<file path="config.mk">
export PLATFORM = sky130hd
export DESIGN_NAME = wr_stream_ctrl
export DESIGN_NICKNAME = d
export VERILOG_FILES = /design/src/rtl/wsa_pkg.sv /design/src/rtl/wsa_mode_fsm.sv /design/src/rtl/wsa_delay_table.sv /design/src/rtl/wr_stream_ctrl.sv
export SDC_FILE = /design/constraint.sdc
export NUM_CORES = 1
export LEC_CHECK = 0
export BUFFER_PORTS_ARGS = -buffer_cell sky130_fd_sc_hd__buf_2
export CORE_ASPECT_RATIO = 0.75
export CORE_UTILIZATION = 45
export CTS_BUF_LIST = sky130_fd_sc_hd__clkbuf_8 sky130_fd_sc_hd__clkbuf_16
export CTS_CLUSTER_SIZE = 20
export DETAILED_ROUTE_END_ITERATION = 8
export HOLD_SLACK_MARGIN = 0.12
export PLACE_DENSITY_LB_ADDON = 0.2
export SYNTH_ARGS = -nofsm -noshare
export SYNTH_HDL_FRONTEND = slang
export SYNTH_SLANG_ARGS = --single-unit
</file>
<file path="constraint.sdc">
create_clock -name clk -period 7 [get_ports clk]
set_clock_uncertainty 0.05 [all_clocks]
set_input_delay 1.05 -clock clk [delete_from_list [all_inputs] [get_ports clk]]
set_output_delay 1.05 -clock clk [all_outputs]
set_load 0.05 [all_outputs]
</file>
<file path="src/rtl/wsa_pkg.sv">
package wsa_pkg;
    typedef enum logic [1:0] {
        MODE_ALLOC   = 2'd0,
        MODE_COAL    = 2'd1,
        MODE_NOALLOC = 2'd2
    } wmode_e;
endpackage

</file>
<file path="src/rtl/wsa_mode_fsm.sv">
module wsa_mode_fsm
    import wsa_pkg::*;
#(
    parameter int unsigned ADDR_W        = 32,
    parameter int unsigned SIZE_W        = 8,
    parameter int unsigned CNT_W         = 16,
    parameter int unsigned LINE_BYTES    = 64,
    parameter int unsigned COAL_LINES    = 2,
    parameter int unsigned NOALLOC_LINES = 4
) (
    input  logic              clk,
    input  logic              rst_n,
    input  logic              wr_valid,
    input  logic [ADDR_W-1:0] wr_addr,
    input  logic [SIZE_W-1:0] wr_size,
    output logic              coalesce_o,
    output logic              allocate_o
);
    localparam logic [CNT_W-1:0] COAL_LIM = CNT_W'(COAL_LINES * LINE_BYTES);
    localparam logic [CNT_W-1:0] NA_LIM   = CNT_W'(NOALLOC_LINES * LINE_BYTES);
    localparam logic [CNT_W-1:0] CNT_MAX  = '1;

    wmode_e            state_q, state_d;
    logic [CNT_W-1:0]  cnt_q, cnt_d;
    logic [ADDR_W-1:0] next_q, next_d;
    logic [CNT_W:0]    sum;
    logic [CNT_W-1:0]  cnt_sat;
    logic              contig;

    assign contig  = (wr_addr == next_q);
    assign sum     = {1'b0, cnt_q} + (CNT_W+1)'(wr_size);
    assign cnt_sat = sum[CNT_W] ? CNT_MAX : sum[CNT_W-1:0];

    // next-state and stream tracking
    always_comb begin
        state_d = state_q;
        cnt_d   = cnt_q;
        next_d  = next_q;
        if (wr_valid) begin
            next_d = wr_addr + ADDR_W'(wr_size);
            if (!contig) begin
                state_d = MODE_ALLOC;
                cnt_d   = CNT_W'(wr_size);
            end else begin
                unique case (state_q)
                    MODE_ALLOC: begin
                        cnt_d = cnt_sat;
                        if (cnt_sat > COAL_LIM) state_d = MODE_COAL;
                    end
                    MODE_COAL: begin
                        cnt_d = cnt_sat;
                        if (cnt_sat > NA_LIM) state_d = MODE_NOALLOC;
                    end
                    MODE_NOALLOC: cnt_d = cnt_q;
                    default: state_d = MODE_ALLOC;
                endcase
            end
        end
    end

    // state register
    always_ff @(posedge clk or negedge rst_n) begin
        if (!rst_n) begin
            state_q <= MODE_ALLOC;
            cnt_q   <= '0;
            next_q  <= '0;
        end else begin
            state_q <= state_d;
            cnt_q   <= cnt_d;
            next_q  <= next_d;
        end
    end

    // outputs
    always_comb begin
        unique case (state_q)
            MODE_COAL:    begin coalesce_o = 1'b1; allocate_o = 1'b1; end
            MODE_NOALLOC: begin coalesce_o = 1'b1; allocate_o = 1'b0; end
            default:      begin coalesce_o = 1'b0; allocate_o = 1'b1; end
        endcase
    end
endmodule

</file>
<file path="src/rtl/wsa_delay_table.sv">
module wsa_delay_table #(
    parameter int unsigned LINE_W     = 26,
    parameter int unsigned TBL_N      = 4,
    parameter int unsigned DLY_W      = 4,
    parameter int unsigned DELAY_INIT = 3
) (
    input  logic              clk,
    input  logic              rst_n,
    input  logic              ins_valid,
    input  logic [LINE_W-1:0] ins_line,
    input  logic              qry_valid,
    input  logic [LINE_W-1:0] qry_line,
    input  logic              clr_valid,
    input  logic [LINE_W-1:0] clr_line,
    output logic              delay_o
);
    localparam int unsigned AGE_W = (TBL_N > 1) ? $clog2(TBL_N) : 1;
    localparam logic [AGE_W-1:0] AGE_OLD = AGE_W'(TBL_N - 1);

    logic [TBL_N-1:0]  vld_q, vld_d;
    logic [LINE_W-1:0] line_q [TBL_N];
    logic [LINE_W-1:0] line_d [TBL_N];
    logic [DLY_W-1:0]  cnt_q  [TBL_N];
    logic [DLY_W-1:0]  cnt_d  [TBL_N];
    logic [AGE_W-1:0]  age_q  [TBL_N];
    logic [AGE_W-1:0]  age_d  [TBL_N];
    logic [TBL_N-1:0]  qhit, live;

    for (genvar g = 0; g < TBL_N; g++) begin : g_look
        assign qhit[g] = vld_q[g] && (line_q[g] == qry_line);
        assign live[g] = (cnt_q[g] != '0);
    end

    assign delay_o = qry_valid && |(qhit & live);

    logic             clr_hit, ins_hit, free_any;
    logic [AGE_W-1:0] clr_age;
    int unsigned      slot;

    // query, then clear, then insert
    always_comb begin
        vld_d    = vld_q;
        line_d   = line_q;
        cnt_d    = cnt_q;
        age_d    = age_q;
        clr_hit  = 1'b0;
        clr_age  = '0;
        ins_hit  = 1'b0;
        free_any = 1'b0;
        slot     = 0;
        for (int i = 0; i < TBL_N; i++) begin
            if (qry_valid && qhit[i] && live[i]) cnt_d[i] = cnt_q[i] - DLY_W'(1);
        end
        if (clr_valid) begin
            for (int i = 0; i < TBL_N; i++) begin
                if (vld_d[i] && line_d[i] == clr_line) begin
                    clr_hit  = 1'b1;
                    clr_age  = age_d[i];
                    vld_d[i] = 1'b0;
                end
            end
            for (int i = 0; i < TBL_N; i++) begin
                if (clr_hit && vld_d[i] && age_d[i] > clr_age) age_d[i] = age_d[i] - AGE_W'(1);
            end
        end
        if (ins_valid) begin
            for (int i = 0; i < TBL_N; i++) begin
                if (vld_d[i] && line_d[i] == ins_line) ins_hit = 1'b1;
            end
            for (int i = TBL_N - 1; i >= 0; i--) begin
                if (!vld_d[i]) begin
                    free_any = 1'b1;
                    slot     = i;
                end
            end
            if (!free_any) begin
                for (int i = 0; i < TBL_N; i++) begin
                    if (age_d[i] == AGE_OLD) slot = i;
                end
            end
            if (!ins_hit) begin
                for (int i = 0; i < TBL_N; i++) begin
                    if (vld_d[i] && i != slot) age_d[i] = age_d[i] + AGE_W'(1);
                end
                vld_d[slot]  = 1'b1;
                line_d[slot] = ins_line;
                cnt_d[slot]  = DLY_W'(DELAY_INIT);
                age_d[slot]  = '0;
            end
        end
    end

    always_ff @(posedge clk or negedge rst_n) begin
        if (!rst_n) begin
            vld_q <= '0;
            for (int i = 0; i < TBL_N; i++) begin
                line_q[i] <= '0;
                cnt_q[i]  <= '0;
                age_q[i]  <= '0;
            end
        end else begin
            vld_q  <= vld_d;
            line_q <= line_d;
            cnt_q  <= cnt_d;
            age_q  <= age_d;
        end
    end
endmodule

</file>
<file path="src/rtl/wr_stream_ctrl.sv">
module wr_stream_ctrl #(
    parameter int unsigned ADDR_W        = 32,
    parameter int unsigned SIZE_W        = 8,
    parameter int unsigned LINE_BYTES    = 64,
    parameter int unsigned LINE_W        = ADDR_W - $clog2(LINE_BYTES),
    parameter int unsigned COAL_LINES    = 2,
    parameter int unsigned NOALLOC_LINES = 4,
    parameter int unsigned CNT_W         = 16,
    parameter int unsigned TBL_N         = 4,
    parameter int unsigned DLY_W         = 4,
    parameter int unsigned DELAY_INIT    = 3
) (
    input  logic              clk,
    input  logic              rst_n,
    input  logic              wr_valid,
    input  logic [ADDR_W-1:0] wr_addr,
    input  logic [SIZE_W-1:0] wr_size,
    input  logic [LINE_W-1:0] wr_line,
    input  logic              qry_valid,
    input  logic [LINE_W-1:0] qry_line,
    input  logic              clr_valid,
    input  logic [LINE_W-1:0] clr_line,
    output logic              coalesce_o,
    output logic              allocate_o,
    output logic              delay_o
);
    logic ins_valid;

    assign ins_valid = wr_valid && coalesce_o;

    wsa_mode_fsm #(
        .ADDR_W(ADDR_W), .SIZE_W(SIZE_W), .CNT_W(CNT_W),
        .LINE_BYTES(LINE_BYTES), .COAL_LINES(COAL_LINES),
        .NOALLOC_LINES(NOALLOC_LINES)
    ) u_fsm (
        .clk(clk), .rst_n(rst_n), .wr_valid(wr_valid),
        .wr_addr(wr_addr), .wr_size(wr_size),
        .coalesce_o(coalesce_o), .allocate_o(allocate_o)
    );

    wsa_delay_table #(
        .LINE_W(LINE_W), .TBL_N(TBL_N), .DLY_W(DLY_W), .DELAY_INIT(DELAY_INIT)
    ) u_tbl (
        .clk(clk), .rst_n(rst_n),
        .ins_valid(ins_valid), .ins_line(wr_line),
        .qry_valid(qry_valid), .qry_line(qry_line),
        .clr_valid(clr_valid), .clr_line(clr_line),
        .delay_o(delay_o)
    );
endmodule

</file>
# --- Yosys cells after proc, flatten, opt, wreduce, memory -nomap -nowiden ---
# Index checks and enable logic that the tools add are counted.
totals:
  rom_bits: 0
  output_inout_bits: 3
  memories: 0
  mem_bits_rw: 0
  elab_cells: 207
  inputBits: 123
  ff_bits: 182
  latchBits: 0
op_classes:
  bitwise_logic: 9
  n_reduce_logical: 48
  div: 0
  add_sub_neg: 14
  n_mux: 84
  n_lt_le_gt_ge: 10
  mul: 0
  n_shift: 0
  n_eq_ne: 26
ops:
  columns: ["op", "n"]
  rows:
  - ["$eq 26x26->1", 12]
  - ["$bwmux 104", 1]
  - ["$mux 16", 5]
  - ["$mux 2", 33]
  - ["$mux 32", 2]
  - ["$ne 2x32->1 const A", 2]
  - ["$demux 26 s2", 1]
  - ["$logic_and 1x1->1", 36]
  - ["$ge 33x3->1 const B", 1]
  - ["$lt 33x1->1 const B", 1]
  - ["$not 32->33", 1]
  - ["$add 32x8->32", 1]
  - ["$eq 32x32->1", 1]
  - ["$ge 32x1->1 const B", 1]
  - ["$lt 32x3->1 const B", 1]
  - ["$mux 4", 8]
  - ["$ne 1x32->1 const A", 1]
  - ["$reduce_bool 32->1", 1]
  - ["$mux 1", 26]
  - ["$mux 26", 1]
  - ["$mux 8", 3]
  - ["$add 16x8->17", 1]
  - ["$and 8x8->8", 2]
  - ["$gt 16x8->1 const B", 1]
  - ["24 further kinds", 48]

# --- Logic depth before layout (Yosys ltp) ---
depth:
  ltp_word: 27
  ltp_mapped: 24
  mapped_depth_nobuf: 21

# --- Modules after synthesis ---
# A second synthesis with hierarchy kept.
hier_totals:
  hier_cells: 1352
  area_unflattened_um2: 13222.7
modules_own_cells:
  columns: ["mod", "cells_per_inst", "area_per_inst_um2", "n_inst", "seq_area_each_um2"]
  rows:
  - ["wsa_delay_table", 916, 9461.6, 1, 3303.2]
  - ["wsa_mode_fsm", 435, 3754.9, 1, 1251.2]
  - ["wr_stream_ctrl", 1, 6.3, 1, 0.0]

# --- Worst setup path after synthesis ---
# OpenSTA, ideal clock, no wires.
synth_timing:
  kind: "input to register"
  from: "input clr_line[6]"
  to: "register u_tbl.line_q[53] (netlist name)"
  n_path_buf: 2
  slack_ps: 1397
  path_stages: 22
  required_time_ps: 6825
  t_arrival_ps: 5428
  setup_ps: 125
  path_cell_list: "xor2_1 -> nor4_1 -> nand4_1 -> nor2_1 -> nand2_1 -> mux2i_1 -> o311ai_0 -> o21ai_0 -> ha_1 -> nand2_1 -> nand3_1 -> or3_1 -> a211oi_1 -> xnor2_1 -> inv_1 -> ha_1 -> nor4_1 -> nand2b_1 -> or3b_1 -> buf_2 -> buf_6 -> mux2_4"
synth_via:
  elab_chain_len: 24
  elab_cells_between_ends: 81
  classes_between: "6 x order compare; 8 x eq/ne; 47 x mux; 2 x bitwise; 18 x reduce/logical"
synth_rtl:
  columns: ["item", "line", "source"]
  rows:
  - ["start: declaration", "wr_stream_ctrl.sv:22", "input logic [LINE_W-1:0] clr_line,"]
  - ["$eq 26x26->1", "wsa_delay_table.sv:56", "if (vld_d[i] && line_d[i] == clr_line) begin"]
  - ["$logic_and 1x1->1", "wsa_delay_table.sv:56", null]
  - ["$mux 2 / $mux 1 (equally long branches) (4 in series)", "wsa_delay_table.sv:56", null]
  - ["$mux 2 / $mux 1 (equally long branches)", "wsa_delay_table.sv:54", "if (clr_valid) begin"]
  - ["$gt 2x2->1 / $logic_and 1x1->1 (equally long branches)", "wsa_delay_table.sv:63", "if (clr_hit && vld_d[i] && age_d[i] > clr_age) age_d[i] = age_d[i] - AGE_W'(1);"]
  - ["$logic_and 1x1->1", "wsa_delay_table.sv:63", null]
  - ["$mux 2", "wsa_delay_table.sv:63", null]
  - ["$mux 8", "wsa_delay_table.sv:54", null]
  - ["[5 not listed]", null, null]
  - ["$mux 32", "wsa_delay_table.sv:76", "if (!free_any) begin"]
  - ["$mux 32", "wsa_delay_table.sv:66", "if (ins_valid) begin"]
  - ["$not 32->33 (not written as such)", "wsa_delay_table.sv:86", "line_d[slot] = ins_line;"]
  - ["$ge 33x3->1 (not written as such) / $lt 33x1->1 (equally long branches)", "wsa_delay_table.sv:86", null]
  - ["$logic_and 1x1->1 (not written as such)", "wsa_delay_table.sv:86", null]
  - ["$mux 26 (not written as such)", "wsa_delay_table.sv:86", null]
  - ["$demux 26 s2", "wsa_delay_table.sv:86", null]
  - ["$bwmux 104", "wsa_delay_table.sv:86", null]
  - ["end signal: assignment", "wsa_delay_table.sv:103", "line_q <= line_d;"]
  - ["end: declaration", "wsa_delay_table.sv:21", "logic [LINE_W-1:0] line_q [TBL_N];"]
# Several ways; a longest one is shown, not always the timed one. The select of a mux whose other input is x is not followed.
# A chain may end at the register's enable or synchronous reset.

# --- Worst setup path in the final report ---
layout_timing:
  from: "input clr_line[3]"
  to: "register u_tbl.line_q[52] (netlist name)"
# The elaborated chain is that of the path after synthesis.

==> reports/qor.yml <==
clock_path_buffers: 2
cp.required_ns: 7.28
grt_max_degree: 120
syn-num-nets: 1561
cap_violations: 0
gp_congestion: 0.997
design_area_um2: 15100
cts_sinks: 182
synth_cell_types: 63
grt_pass1_vias: 10261
status: "completed"
clk_pin_slew_ns: 0.07
max-vdd-ir-drop_v: 0.000206
dpl_cell_area_um2: 14400
finalCriticalPeriod_ns: 6.43
clk-insertion-delay-late_ns: 0.45
crit_path_start_kind: "primary input"
routed_via_density: 5.89
yosysWarnings: 0
cts_hold_buf: 0
synthFlopType: "dfrtp_1"
syn_avg_cell_area_um2: 9.61
power_density_nw_per_um2: 189
hp-class: "register to register"
synth_enable_flop_cells: 0
io_buffers: 125
clock.fmax_mhz: 156
rrSetupSlack_ns: 0.87
worst-setup-path-type: "primary input to register"
finalSetupViolations: 0
relSlewSlack_pct: 26.1
grt-ovfl-total: 0
die-area_um2: 30600
synth.yosys.seq_area_share_pct: 33.8
grtUsageMet2_pct: 39.7
synthesis.area_um2: 13500
synth_common_cells: "275 x xor2_1, 182 x dfrtp_1, 108 x xnor2_1"
p_total_mw: 2.85
initial_core_util_pct: 46.0
place_ws_ns: 0.264
ant_nets: 0
final_core_util_pct: 51.5
synthCells: 1400
post-dp-hpwl_mm: 35.6
wl_per_cell_um: 24.2
track_usage_pct: 30.3
rows: 54
fin_nets: 1649
yosys-top-cells-area: "dfrtp_1 34%, xor2_1 18%, xnor2_1 7.0%"
yosysMostFrequentCell: "xor2_1"
finalHoldViolCount: 0
ys_ff_latch: 182
synth_top_area_share_pct: 33.8
p_leak_nw: 7.02
final.setup.worst_slack_ns: 0.571
vias: 11154
rsz0062_at_grt: "no"
period_share_pct: 91.8
grt.busiest_layer: "met1"
drt_iter0_drc: 1257
synth-async-reset-ratio_pct: 100
worstSetupEndpointType: "register"
syn2layout_area_growth_pct: 12.0
postCtsSetupBuffers: 0
layout-drive-gt1-share_pct: 15.7
met1_usage_pct: 49.7
maxSlewViolCount: 0
critPathMaxFanout: 31
antenna_found_initial: 1
remaining_drc_errors: 0
cts_buffers: 17
drt_pass1_iterations: 5
die_h_um: 152
fin_setup_tns_ns: 0
core_area_um2: 29300
cts_tree: "yes"
h-tree-depth: 4
root_buffer: "clkbuf_16"
cts-resized-gates: 0
synth_top_area_cell: "dfrtp_1"
grt_pass1_wl_mm: 67.6
met3_usage_pct: 6.16
worst_pin_slew_ns: 1.10
die_x_um: 202
arrival_ns: 6.71
ios: 126
totalWireLength_mm: 45.8
-- stage by stage --
| step | cells | hold slack [ns] |
|---|---|---|
| 6_report | 1893 | 0.439 |
| 2_1_floorplan | 1400 | 0.403 |
| 3_5_place_dp | 1861 | 0.429 |
| 5_1_grt | 1893 | 0.465 |
| 3_3_place_gp | 1861 | 0.423 |
| 4_1_cts | 1892 | 0.445 |
-- layout make-up --
class | instances | area, µm²
clock buffer | 21 | 480
fill | 2663 | 14200
sequential | 182 | 4550
clock inverter | 10 | 153
timing repair buffer | 136 | 767
antenna | 1 | 2.50
inverter | 48 | 180
multi-input combinational | 1103 | 8450
tap | 392 | 490
-- logic make-up after synthesis --
| kind of cell | share of synthesized area, % |
|---|---|
| buffers and inverters | 3.44 |
| XOR/XNOR | 24.9 |
| AND/OR/NAND/NOR | 15.3 |
| multiplexers | 10.3 |
| flip-flops | 33.8 |
| AO/OA/AOI/OAI | 8.48 |
| adder cells (fa/ha/maj) | 3.64 |
-- report_power, final --
group | total [mW] | switching [mW] | internal (mW)
Combinational | 0.588 | 0.353 | 0.235
Clock | 1.06 | 0.449 | 0.607
Sequential | 1.21 | 0.0930 | 1.11
-- placed cells by master, fill, tap and decap left out, types with 7 or more instances in the layout --
cell         n
xnor2_1    108
nor3_1      40
nand2_1     73
mux2_1      49
nand3_1     40
a211oi_1     9
buf_2      124
xor2_1     275
buf_4        7
o21ai_0     31
a31oi_1     11
nor4_1      67
nand4_1     45
a21o_1       7
mux2_2      36
o31ai_1      7
a21oi_1     49
inv_1       48
dfrtp_1    182
o2bb2ai_1    7
and2_1      11
mux2_4      25
and3_1      12
ha_1        36
nor2_1      61
or3_1       15
clkbuf_16   17
-- state kept, by name, summed over array words and instances, names as in the netlist --
signal,count
u_tbl.line_q,104
u_fsm.next_q,32
u_fsm.cnt_q,16
u_tbl.cnt_q,16
u_tbl.age_q,8
u_tbl.vld_q,4
u_fsm.state_q,2
-- path summary, 6_finish.rpt --
path | endpoint | from | cells past startpoint
worst max-delay path | u_tbl.line_q[52] | clr_line[3] | 22
max in group asynchronous | u_tbl.line_q[32] | rst_n | 2
worst min-delay path | u_fsm.cnt_q[6] | u_fsm.cnt_q[6] | 2
min in group asynchronous | u_tbl.line_q[101] | rst_n | 1
worst min register to register | u_fsm.cnt_q[6] | u_fsm.cnt_q[6] | 2
worst max register to register | u_tbl.line_q[52] | u_tbl.line_q[29] | 21
-- worst max-delay path, stage by stage --
cell and delay, ns:
buf_2 0.14, xor2_1 0.18, nor4_1 0.63, nand4_1 0.31, nor2_1 0.29, and2_1 0.30, nand2_1 0.08, o311ai_0 0.09
o21ai_0 0.27, ha_1 0.36, nand2_1 0.06, nand3_1 0.06, or3_1 0.38, a211oi_1 0.28, xnor2_1 0.18, inv_1 0.07
ha_1 0.22, nor4_1 0.51, nand2b_1 0.19, or3b_2 0.48, buf_12 0.22, mux2_1 0.34
-- metal layers --
metal / up-vias / part of all wire (%)
li1: 5113 / -
met1: 5604 / 51
met2: 411 / 39
met3: 26 / 9.0
met4: 0 / 0.98
met5: - / 0
Note: power is estimated with default switching activity, not from simulation.
